$ cat config.mk
export PLATFORM = sky130hd
export DESIGN_NAME = dacm_top
export DESIGN_NICKNAME = d
export VERILOG_FILES = /design/src/rtl/dacm_pkg.sv /design/src/rtl/dacm_ctrl.sv /design/src/rtl/dacm_lane.sv /design/src/rtl/dacm_top.sv
export SDC_FILE = /design/constraint.sdc
export NUM_CORES = 1
export LEC_CHECK = 0
export ABC_AREA = 0
export BUFFER_PORTS_ARGS = -buffer_cell sky130_fd_sc_hd__buf_2
export CORE_MARGIN = 2
export CORE_UTILIZATION = 58
export DETAILED_ROUTE_END_ITERATION = 8
export PLACE_DENSITY = 0.86
export SLEW_MARGIN = 20
export SYNTH_ARGS = -nofsm -noshare
export SYNTH_HDL_FRONTEND = slang
export SYNTH_SLANG_ARGS = --single-unit
$ cat constraint.sdc
create_clock -name clk -period 3.7 [get_ports clk]
set_input_delay 0.74 -clock clk [delete_from_list [all_inputs] [get_ports clk]]
set_output_delay 0.74 -clock clk [all_outputs]
set_load 0.005 [all_outputs]
$ cat src/rtl/dacm_pkg.sv
package dacm_pkg;
  // one serial step: current operand bits plus sign-weight flag
  typedef struct packed {
    logic bit_a;
    logic bit_b;
    logic sign_cyc;
  } dacm_slice_t;
endpackage

$ cat src/rtl/dacm_ctrl.sv
module dacm_ctrl
  import dacm_pkg::*;
#(
  parameter int DW = 8
) (
  input  logic          clk,
  input  logic          rst,
  input  logic          start,
  input  logic [DW-1:0] a_in,
  input  logic [DW-1:0] b_in,
  output dacm_slice_t   slice,
  output logic          load,
  output logic          step,
  output logic          last,
  output logic          busy
);
  localparam int CNTW = $clog2(DW + 1);

  logic [DW-1:0]   sh_a, sh_b;
  logic [CNTW-1:0] cnt;

  assign load = start & ~busy;
  assign step = busy;
  assign last = busy && (cnt == CNTW'(DW - 1));

  assign slice.bit_a    = sh_a[0];
  assign slice.bit_b    = sh_b[0];
  assign slice.sign_cyc = last;

  always_ff @(posedge clk) begin
    if (rst) begin
      sh_a <= '0;
      sh_b <= '0;
      cnt  <= '0;
      busy <= 1'b0;
    end else if (load) begin
      sh_a <= a_in;
      sh_b <= b_in;
      cnt  <= '0;
      busy <= 1'b1;
    end else if (busy) begin
      sh_a <= sh_a >> 1;
      sh_b <= sh_b >> 1;
      cnt  <= cnt + 1'b1;
      if (last) busy <= 1'b0;
    end
  end
endmodule

$ cat src/rtl/dacm_lane.sv
module dacm_lane #(
  parameter int CW = 8,
  parameter int DW = 8,
  parameter int AW = CW + 3
) (
  input  logic                    clk,
  input  logic                    rst,
  input  logic                    load,
  input  logic                    step,
  input  logic signed [AW-1:0]    preset,
  input  logic signed [CW:0]      coef,
  input  logic                    add_dir,
  output logic signed [AW+DW-3:0] prod
);
  logic signed [AW-1:0] acc, term_ext, term, sum_w;
  logic [DW-1:0]        lo;

  assign term_ext = {{(AW-CW-1){coef[CW]}}, coef};
  assign term     = add_dir ? term_ext : -term_ext;
  assign sum_w    = acc + term;
  // {sum_w, lo[DW-1:1]} is twice the product; its LSB is always zero
  assign prod     = {sum_w, lo[DW-1:2]};

  always_ff @(posedge clk) begin
    if (rst) begin
      acc <= '0;
      lo  <= '0;
    end else if (load) begin
      acc <= preset;
      lo  <= '0;
    end else if (step) begin
      acc <= sum_w >>> 1;
      lo  <= {sum_w[0], lo[DW-1:1]};
    end
  end
endmodule

$ cat src/rtl/dacm_top.sv
module dacm_top
  import dacm_pkg::*;
#(
  parameter int DW = 8,
  parameter int CW = 8,
  parameter logic signed [CW-1:0] C_RE = 8'sd77,
  parameter logic signed [CW-1:0] C_IM = -8'sd45
) (
  input  logic                   clk,
  input  logic                   rst,
  input  logic                   start,
  input  logic [DW-1:0]          a_in,
  input  logic [DW-1:0]          b_in,
  output logic [DW+CW:0]         re_out,
  output logic [DW+CW:0]         im_out,
  output logic                   done,
  output logic                   busy
);
  localparam int AW = CW + 3;
  localparam int PW = DW + CW + 1;

  localparam logic signed [CW:0] K_SUM =
    $signed({C_RE[CW-1], C_RE}) + $signed({C_IM[CW-1], C_IM});
  localparam logic signed [CW:0] K_DIF =
    $signed({C_RE[CW-1], C_RE}) - $signed({C_IM[CW-1], C_IM});
  // presets: table entry for bit pair (0,0) of each part
  localparam logic signed [AW-1:0] PRE_RE = -$signed({{(AW-CW-1){K_DIF[CW]}}, K_DIF});
  localparam logic signed [AW-1:0] PRE_IM = -$signed({{(AW-CW-1){K_SUM[CW]}}, K_SUM});

  dacm_slice_t slice;
  logic load, step, last;

  dacm_ctrl #(.DW(DW)) u_ctrl (
    .clk(clk), .rst(rst), .start(start), .a_in(a_in), .b_in(b_in),
    .slice(slice), .load(load), .step(step), .last(last), .busy(busy)
  );

  // swap multiplexer: differing bits send the sum to the real side
  logic              differ;
  logic signed [CW:0] coef_re, coef_im;
  assign differ  = slice.bit_a ^ slice.bit_b;
  assign coef_re = differ ? K_SUM : K_DIF;
  assign coef_im = differ ? K_DIF : K_SUM;

  logic signed [PW-1:0] prod_re, prod_im;

  dacm_lane #(.CW(CW), .DW(DW), .AW(AW)) u_lane_re (
    .clk(clk), .rst(rst), .load(load), .step(step), .preset(PRE_RE),
    .coef(coef_re), .add_dir(slice.bit_a ^ slice.sign_cyc), .prod(prod_re)
  );

  dacm_lane #(.CW(CW), .DW(DW), .AW(AW)) u_lane_im (
    .clk(clk), .rst(rst), .load(load), .step(step), .preset(PRE_IM),
    .coef(coef_im), .add_dir(slice.bit_b ^ slice.sign_cyc), .prod(prod_im)
  );

  always_ff @(posedge clk) begin
    if (rst) begin
      re_out <= '0;
      im_out <= '0;
      done   <= 1'b0;
    end else begin
      done <= last;
      if (last) begin
        re_out <= prod_re;
        im_out <= prod_im;
      end
    end
  end
endmodule

==> Word-level counts from Yosys, hierarchy flattened <==
Cells that the tools add are included.
{ "op_classes": {"n_addsub": 5, "mul": 0, "div": 0, "n_lt_le_gt_ge": 0, "n_eq_ne": 1, "shifts": 0, "mux": 15, "n_bitwise": 5, "reduce_logical": 3} }
{ "op_table": {"columns": ["cell", "n"], "rows": [
  ["$mux 11", 6],
  ["$mux 8", 4],
  ["$add 11x11->11", 2],
  ["$neg 7->11", 2],
  ["$mux 7", 2],
  ["$add 4x1->4 const B", 1],
  ["$eq 4x3->1 const B", 1],
  ["$mux 1", 3],
  ["$xor 1x1->1", 3],
  ["$reduce_bool 2->1", 1],
  ["$reduce_or 2->1", 1],
  ["$and 1x1->1", 1],
  ["$logic_and 1x1->1", 1],
  ["$not 1->1", 1]
]} }
{ "totals": {"regBits": 94, "latch_bits": 0, "ramBits": 0, "rom_bits": 0, "input_bits": 19, "output_inout_bits": 36, "mem_count": 0} }

==> Logic depth before layout (Yosys ltp) <==
{ "logic_depth": {"depth_word": 7, "mapped_depth": 15, "ltp_nobuf": 13} }

==> Hierarchy <==
From an unflattened synthesis, not the netlist that was laid out.
{ "unflattened": {"hier_cells": 596, "hier_area_um2": 5378.9} }
{ "by_module_without_submodules": {"columns": ["module", "instances", "cells_per_inst", "area_per_inst_um2", "seq_area_each_um2"], "rows": [
  ["dacm_lane at u_lane_im", 1, 192, 1517.7, 340.3],
  ["dacm_lane at u_lane_re", 1, 191, 1507.7, 340.3],
  ["dacm_top", 1, 118, 1303.8, 700.7],
  ["dacm_ctrl", 1, 95, 1049.8, 420.4]
]} }

==> Least setup slack after synthesis <==
Ideal clock, no wire load.
{ "synth_timing": {"path_type": "register -> register", "from": "register u_ctrl.cnt[0]", "to": "register re_out[15]", "setup_ps": 120, "t_arrival_ps": 3160, "required_ps": 3580, "slack_ps": 420, "stages_incl_launch_ff": 16, "cell_sequence": "dfxtp_1 > ha_1 > and4b_1 > buf_4 > xnor2_2 > inv_1 > ha_1 > inv_1 > ha_1 > buf_2 > or4b_1 > a21oi_1 > o31ai_1 > o22ai_2 > nor4b_1 > a211o_1"} }
{ "synth_via": {"elab_chain_len": 5} }
{ "synth_lines": {"columns": ["element", "line", "text"], "rows": [
  ["start: declaration", "dacm_ctrl.sv:20", "logic [CNTW-1:0] cnt;"],
  ["start signal: assignment", "dacm_ctrl.sv:44", "cnt <= cnt + 1'b1;"],
  ["$eq 4x3->1 (*)", "dacm_ctrl.sv:24", "assign last = busy && (cnt == CNTW'(DW - 1));"],
  ["$logic_and 1x1->1 (*)", "dacm_ctrl.sv:24", null],
  ["$xor 1x1->1", "dacm_top.sv:49", ".coef(coef_re), .add_dir(slice.bit_a ^ slice.sign_cyc), .prod(prod_re)"],
  ["$mux 11", "dacm_lane.sv:19", "assign term = add_dir ? term_ext : -term_ext;"],
  ["$add 11x11->11", "dacm_lane.sv:20", "assign sum_w = acc + term;"],
  ["end signal: assignment", "dacm_top.sv:65", "re_out <= prod_re;"],
  ["end: declaration", "dacm_top.sv:14", "output logic [DW+CW:0] re_out,"]
]} }
Every way passes the cells marked *; elsewhere a longest branch is shown, timed or not.
A chain may end at the register's enable or synchronous reset.

==> Worst setup path after layout <==
{ "layout_timing": {"from": "register u_ctrl.cnt[0]", "to": "register im_out[14]"} }
{ "layout_via": {"elab_chain_len": 5} }
{ "layout_lines": {"columns": ["element", "line", "text"], "rows": [
  ["$eq 4x3->1 (*)", "dacm_ctrl.sv:24", null],
  ["$logic_and 1x1->1 (*)", "dacm_ctrl.sv:24", null],
  ["$xor 1x1->1", "dacm_top.sv:54", ".coef(coef_im), .add_dir(slice.bit_b ^ slice.sign_cyc), .prod(prod_im)"],
  ["$mux 11", "dacm_lane.sv:19", null],
  ["$add 11x11->11", "dacm_lane.sv:20", null],
  ["end signal: assignment", "dacm_top.sv:66", "im_out <= prod_im;"],
  ["end: declaration", "dacm_top.sv:15", "output logic [DW+CW:0] im_out,"]
]} }
Marks and branches as above.

==> metrics.csv <==
stage,metric,value,unit
power,leakage power,0.00203,uW
cts,clk sinks,88,
timing,"Hold Vio Cnt, Final",0,
yosys,Netlist cell types,58,
cts,worst-case clock buffer depth,2,
critical_path,Buf/Inv on CP,1,
yosys,Synth Register Bits,88,
timing,Tightest Pin Transition,0.904,ns
detailed_routing,WL/cell,14.2,um
final_layout,Syn-to-layout area delta,11.1,%
final_layout,Finished Core Util,67.0,%
final_layout,share of layout cells above drive strength 1,16.1,%
critical_path,"Cell Chain, Critical Path",ha_1 > nand4b_4 > xnor2_4 > nand2b_1 > inv_1 > ha_1 > a211o_1 > o211ai_2 > a21oi_1 > or4_4 > a2111oi_0 > a311o_1,
worst_hold_path,hold path endpoint,im_out[11]$_SDFFE_PP0P_,
timing,Max Slew Vio Count,0,
floorplan,initial core utilization,60.3,%
placement,# placed instances,635,
yosys,syn nets,550,
global_routing,Global Route Usage Sum,23.1,%
detailed_routing,DRC viols,0,
timing,Max-slew headroom,39.7,%
critical_path,cell depth of the worst setup path,12,
cts,count of cells resized by post-cts repair,0,
detailed_routing,Detail Route Antenna Nets,0,
yosys,post-synth top area cell,dfxtp_1,
cts,Clock Pin Slew Worst Setup and Hold Paths,0.09,ns
floorplan,Die Width,91.0,um
cts,setup bufs post-CTS,0,
critical_path,Worst Reg2Reg Path Length in Cells,12,
final_layout,"most common cell after layout, fill and taps aside",dfxtp_1,
power,Max VDD drop,0.317,mV
outcome,status,"complete, no violations",
final_layout,final non-filler cell total,651,
yosys,register area share after synthesis,40.1,%
timing,Setup TNS,0,ns
placement,Port Buffers,54,
placement,GPL Wtd Cong,0.876,
global_routing,number of global-route vias before repair,3413,
final_layout,Layout Nets,582,
job,max cap viols,0,
placement,hpwl dp,6400,um
timing,Final setup viols,0,
cts,CTS tree,built,
detailed_routing,DR vias/cell,5.62,
power,Power Dens Cells,421,mW/mm2
timing,Achievable Freq,292,MHz
yosys,Syn Area/Cell,8.53,um2
floorplan,die area,0.00829,mm2
timing,Final period util,92.4,%
yosys,Mapped Cells,515,
critical_path,Crit path max-delay family,compound AO/OA/AOI/OAI gates,
yosys,yosys warns,0,
critical_path,Critical R2R Capture,im_out[14]$_SDFFE_PP0P_,
final_layout,highest-count cells in the layout ignoring fill and taps,"dfxtp_1 (87), nor2_1 (75), nand2_1 (54), buf_2 (54), a21oi_1 (49)",
critical_path,Worst setup SP type,flip-flop,
global_routing,total grt overflow,0,
cts,post-cts hold buffer count,0,
final_layout,post-route cell area,0.00488,mm2
critical_path,R2R Setup Slk,0.28,ns
floorplan,core box area,0.00729,mm2
critical_path,CP endpoint kind,flip-flop,
cts,root buf cell,clkbuf_8,
critical_path,CP dominant cell by count,ha_1,
detailed_routing,vias,3656,
critical_path,CP max-delay cell,a2111oi_0,
cts,CTS H-tree depth,3,
floorplan,io pins,55,
cts,Num CTS Buffers,9,
worst_hold_path,HP Class,reg2reg,
critical_path,delay of the slowest critical-path stage,0.58,ns
worst_hold_path,min-delay src,im_out[11]$_SDFFE_PP0P_,
yosys,Netlist Area Pre-Place,0.00439,mm2
yosys,"Primary FF master, synth",dfxtp_1,
timing,Final min period,3.42,ns
cts,clk_lat worst skew,0.35,ns
timing,Clock Skews,0.00982,ns
floorplan,chip height,91.0,um
detailed_routing,drt first pass iters,5,
critical_path,critical path type,reg2reg,
placement,DP Area,0.00468,mm2
critical_path,worst path arrival time,3.72,ns
yosys,top cell type's share of synthesized area,40.1,%
yosys,ys async rst share,0,%
critical_path,crit-path max FO,4,
critical_path,Worst Path Required,4.00,ns
global_routing,largest net degree at the start of global routing,83,
final_layout,antenna fix cells,0,
final_layout,filler instances,646,
final_layout,area of the multi-input gates,0.00241,mm2
detailed_routing,final WL,9240,um
global_routing,first-pass GRT wire length,15700,um
timing,final worst slack,0.280,ns
yosys,Post-synth EDFFs,0,
global_routing,initial antenna violation count,0,
floorplan,num rows,31,
worst_hold_path,hold depth,2,
critical_path,reg-to-reg startpoint,u_ctrl.cnt[0]$_SDFFE_PP0P_,
final_layout,FF+latch area,0.00176,mm2
detailed_routing,First DRT Iteration DRCs,133,
placement,Place WS,0.295,ns
yosys,ranking of synthesized cells by area,"dfxtp_1 (40%), mux2i_1 (7.7%), nor2_1 (6.4%), a21oi_1 (5.6%), nand2_1 (4.6%)",
timing,unrepaired setup endpoints after global routing,no,
report_power, final:
group / switching, uW / internal (uW)
Combinational: 211 / 163
Sequential: 43.5 / 981
Clock: 341 / 316
Total: 596 / 1460
area by class of cell:
cell class / count / share of cell area, %
multi-input combinational: 369 / 49.4
sequential: 88 / 36.1
timing repair buffer: 61 / 6.61
clock buffer: 10 / 2.61
tap: 99 / 2.54
clock inverter: 6 / 1.38
inverter: 18 / 1.38
cells in the mapped netlist (all sizes together), types with 2 or more instances:
master,n
buf,10
a2111oi,2
nand4,3
mux2i,35
o21ai,6
nor3b,3
nor2,75
a311oi,5
a211oi,19
o211ai,4
inv,18
nor3,19
ha,14
a211o,2
xor2,5
clkbuf,30
o22ai,2
xnor2,13
nand2b,5
nand3b,3
o31ai,3
nand2,54
and3b,2
nor4,3
a21o,5
and2,3
a21oi,49
nand3,9
fa,2
dfxtp,88
or3,5
worst register-to-register path, delay by kind of cell, from the launching register on:
| family | cells | cell delay (ns) |
|---|---|---|
| buf+inv | 1 | 0.06 |
| simple gates | 3 | 0.92 |
| compound gates | 5 | 1.27 |
| xor+xnor | 1 | 0.17 |
| fa+ha+maj | 2 | 0.55 |
| flops | 1 | 0.40 |
cell families after synthesis:
logic type | after synthesis | synth area share, %
AO/OA/AOI/OAI | 107 | 16.4
XOR/XNOR | 20 | 5.24
adder cells (fa/ha/maj) | 16 | 4.90
buffers and inverters | 58 | 5.21
flip-flops | 88 | 40.1
multiplexers | 35 | 8.06
AND/OR/NAND/NOR | 191 | 20.1
stage by stage:
stage	power, uW	hold WS, ns
5_1_grt	2160	0.470
6_report	2060	0.453
2_1_floorplan	1330	0.431
3_3_place_gp	1400	0.439
4_1_cts	2070	0.458
3_5_place_dp	1410	0.446
routing by layer:
layer / vias to the layer above / GRT usage (%) / share of wire [%]
li1: 1854 / - / -
met1: 1709 / 29.4 / 46
met2: 77 / 38.8 / 48
met3: 16 / 4.23 / 4.0
met4: 0 / 8.96 / 1.7
met5: - / 0 / 0
sequential cells by signal (all words and copies together), names as in the netlist, 4 cells and up:
register,count
u_ctrl.sh_a,8
u_ctrl.sh_b,8
u_lane_re.acc,10
u_lane_im.acc,10
re_out,17
im_out,17
u_lane_im.lo,6
u_lane_re.lo,6
u_ctrl.cnt,4
worst max path at each step:
stage	from	to
floorplan	u_ctrl.cnt[0]$_SDFFE_PP0P_	re_out[15]$_SDFFE_PP0P_
global placement	u_ctrl.sh_a[0]$_SDFFE_PP0P_	u_lane_im.acc[8]$_SDFFE_PP0P_
detailed placement	u_ctrl.sh_a[0]$_SDFFE_PP0P_	im_out[14]$_SDFFE_PP0P_
CTS	u_ctrl.sh_a[0]$_SDFFE_PP0P_	im_out[14]$_SDFFE_PP0P_
global route	u_ctrl.cnt[0]$_SDFFE_PP0P_	im_out[14]$_SDFFE_PP0P_
finish	u_ctrl.cnt[0]$_SDFFE_PP0P_	im_out[14]$_SDFFE_PP0P_
(Power assumes the default switching activity.)
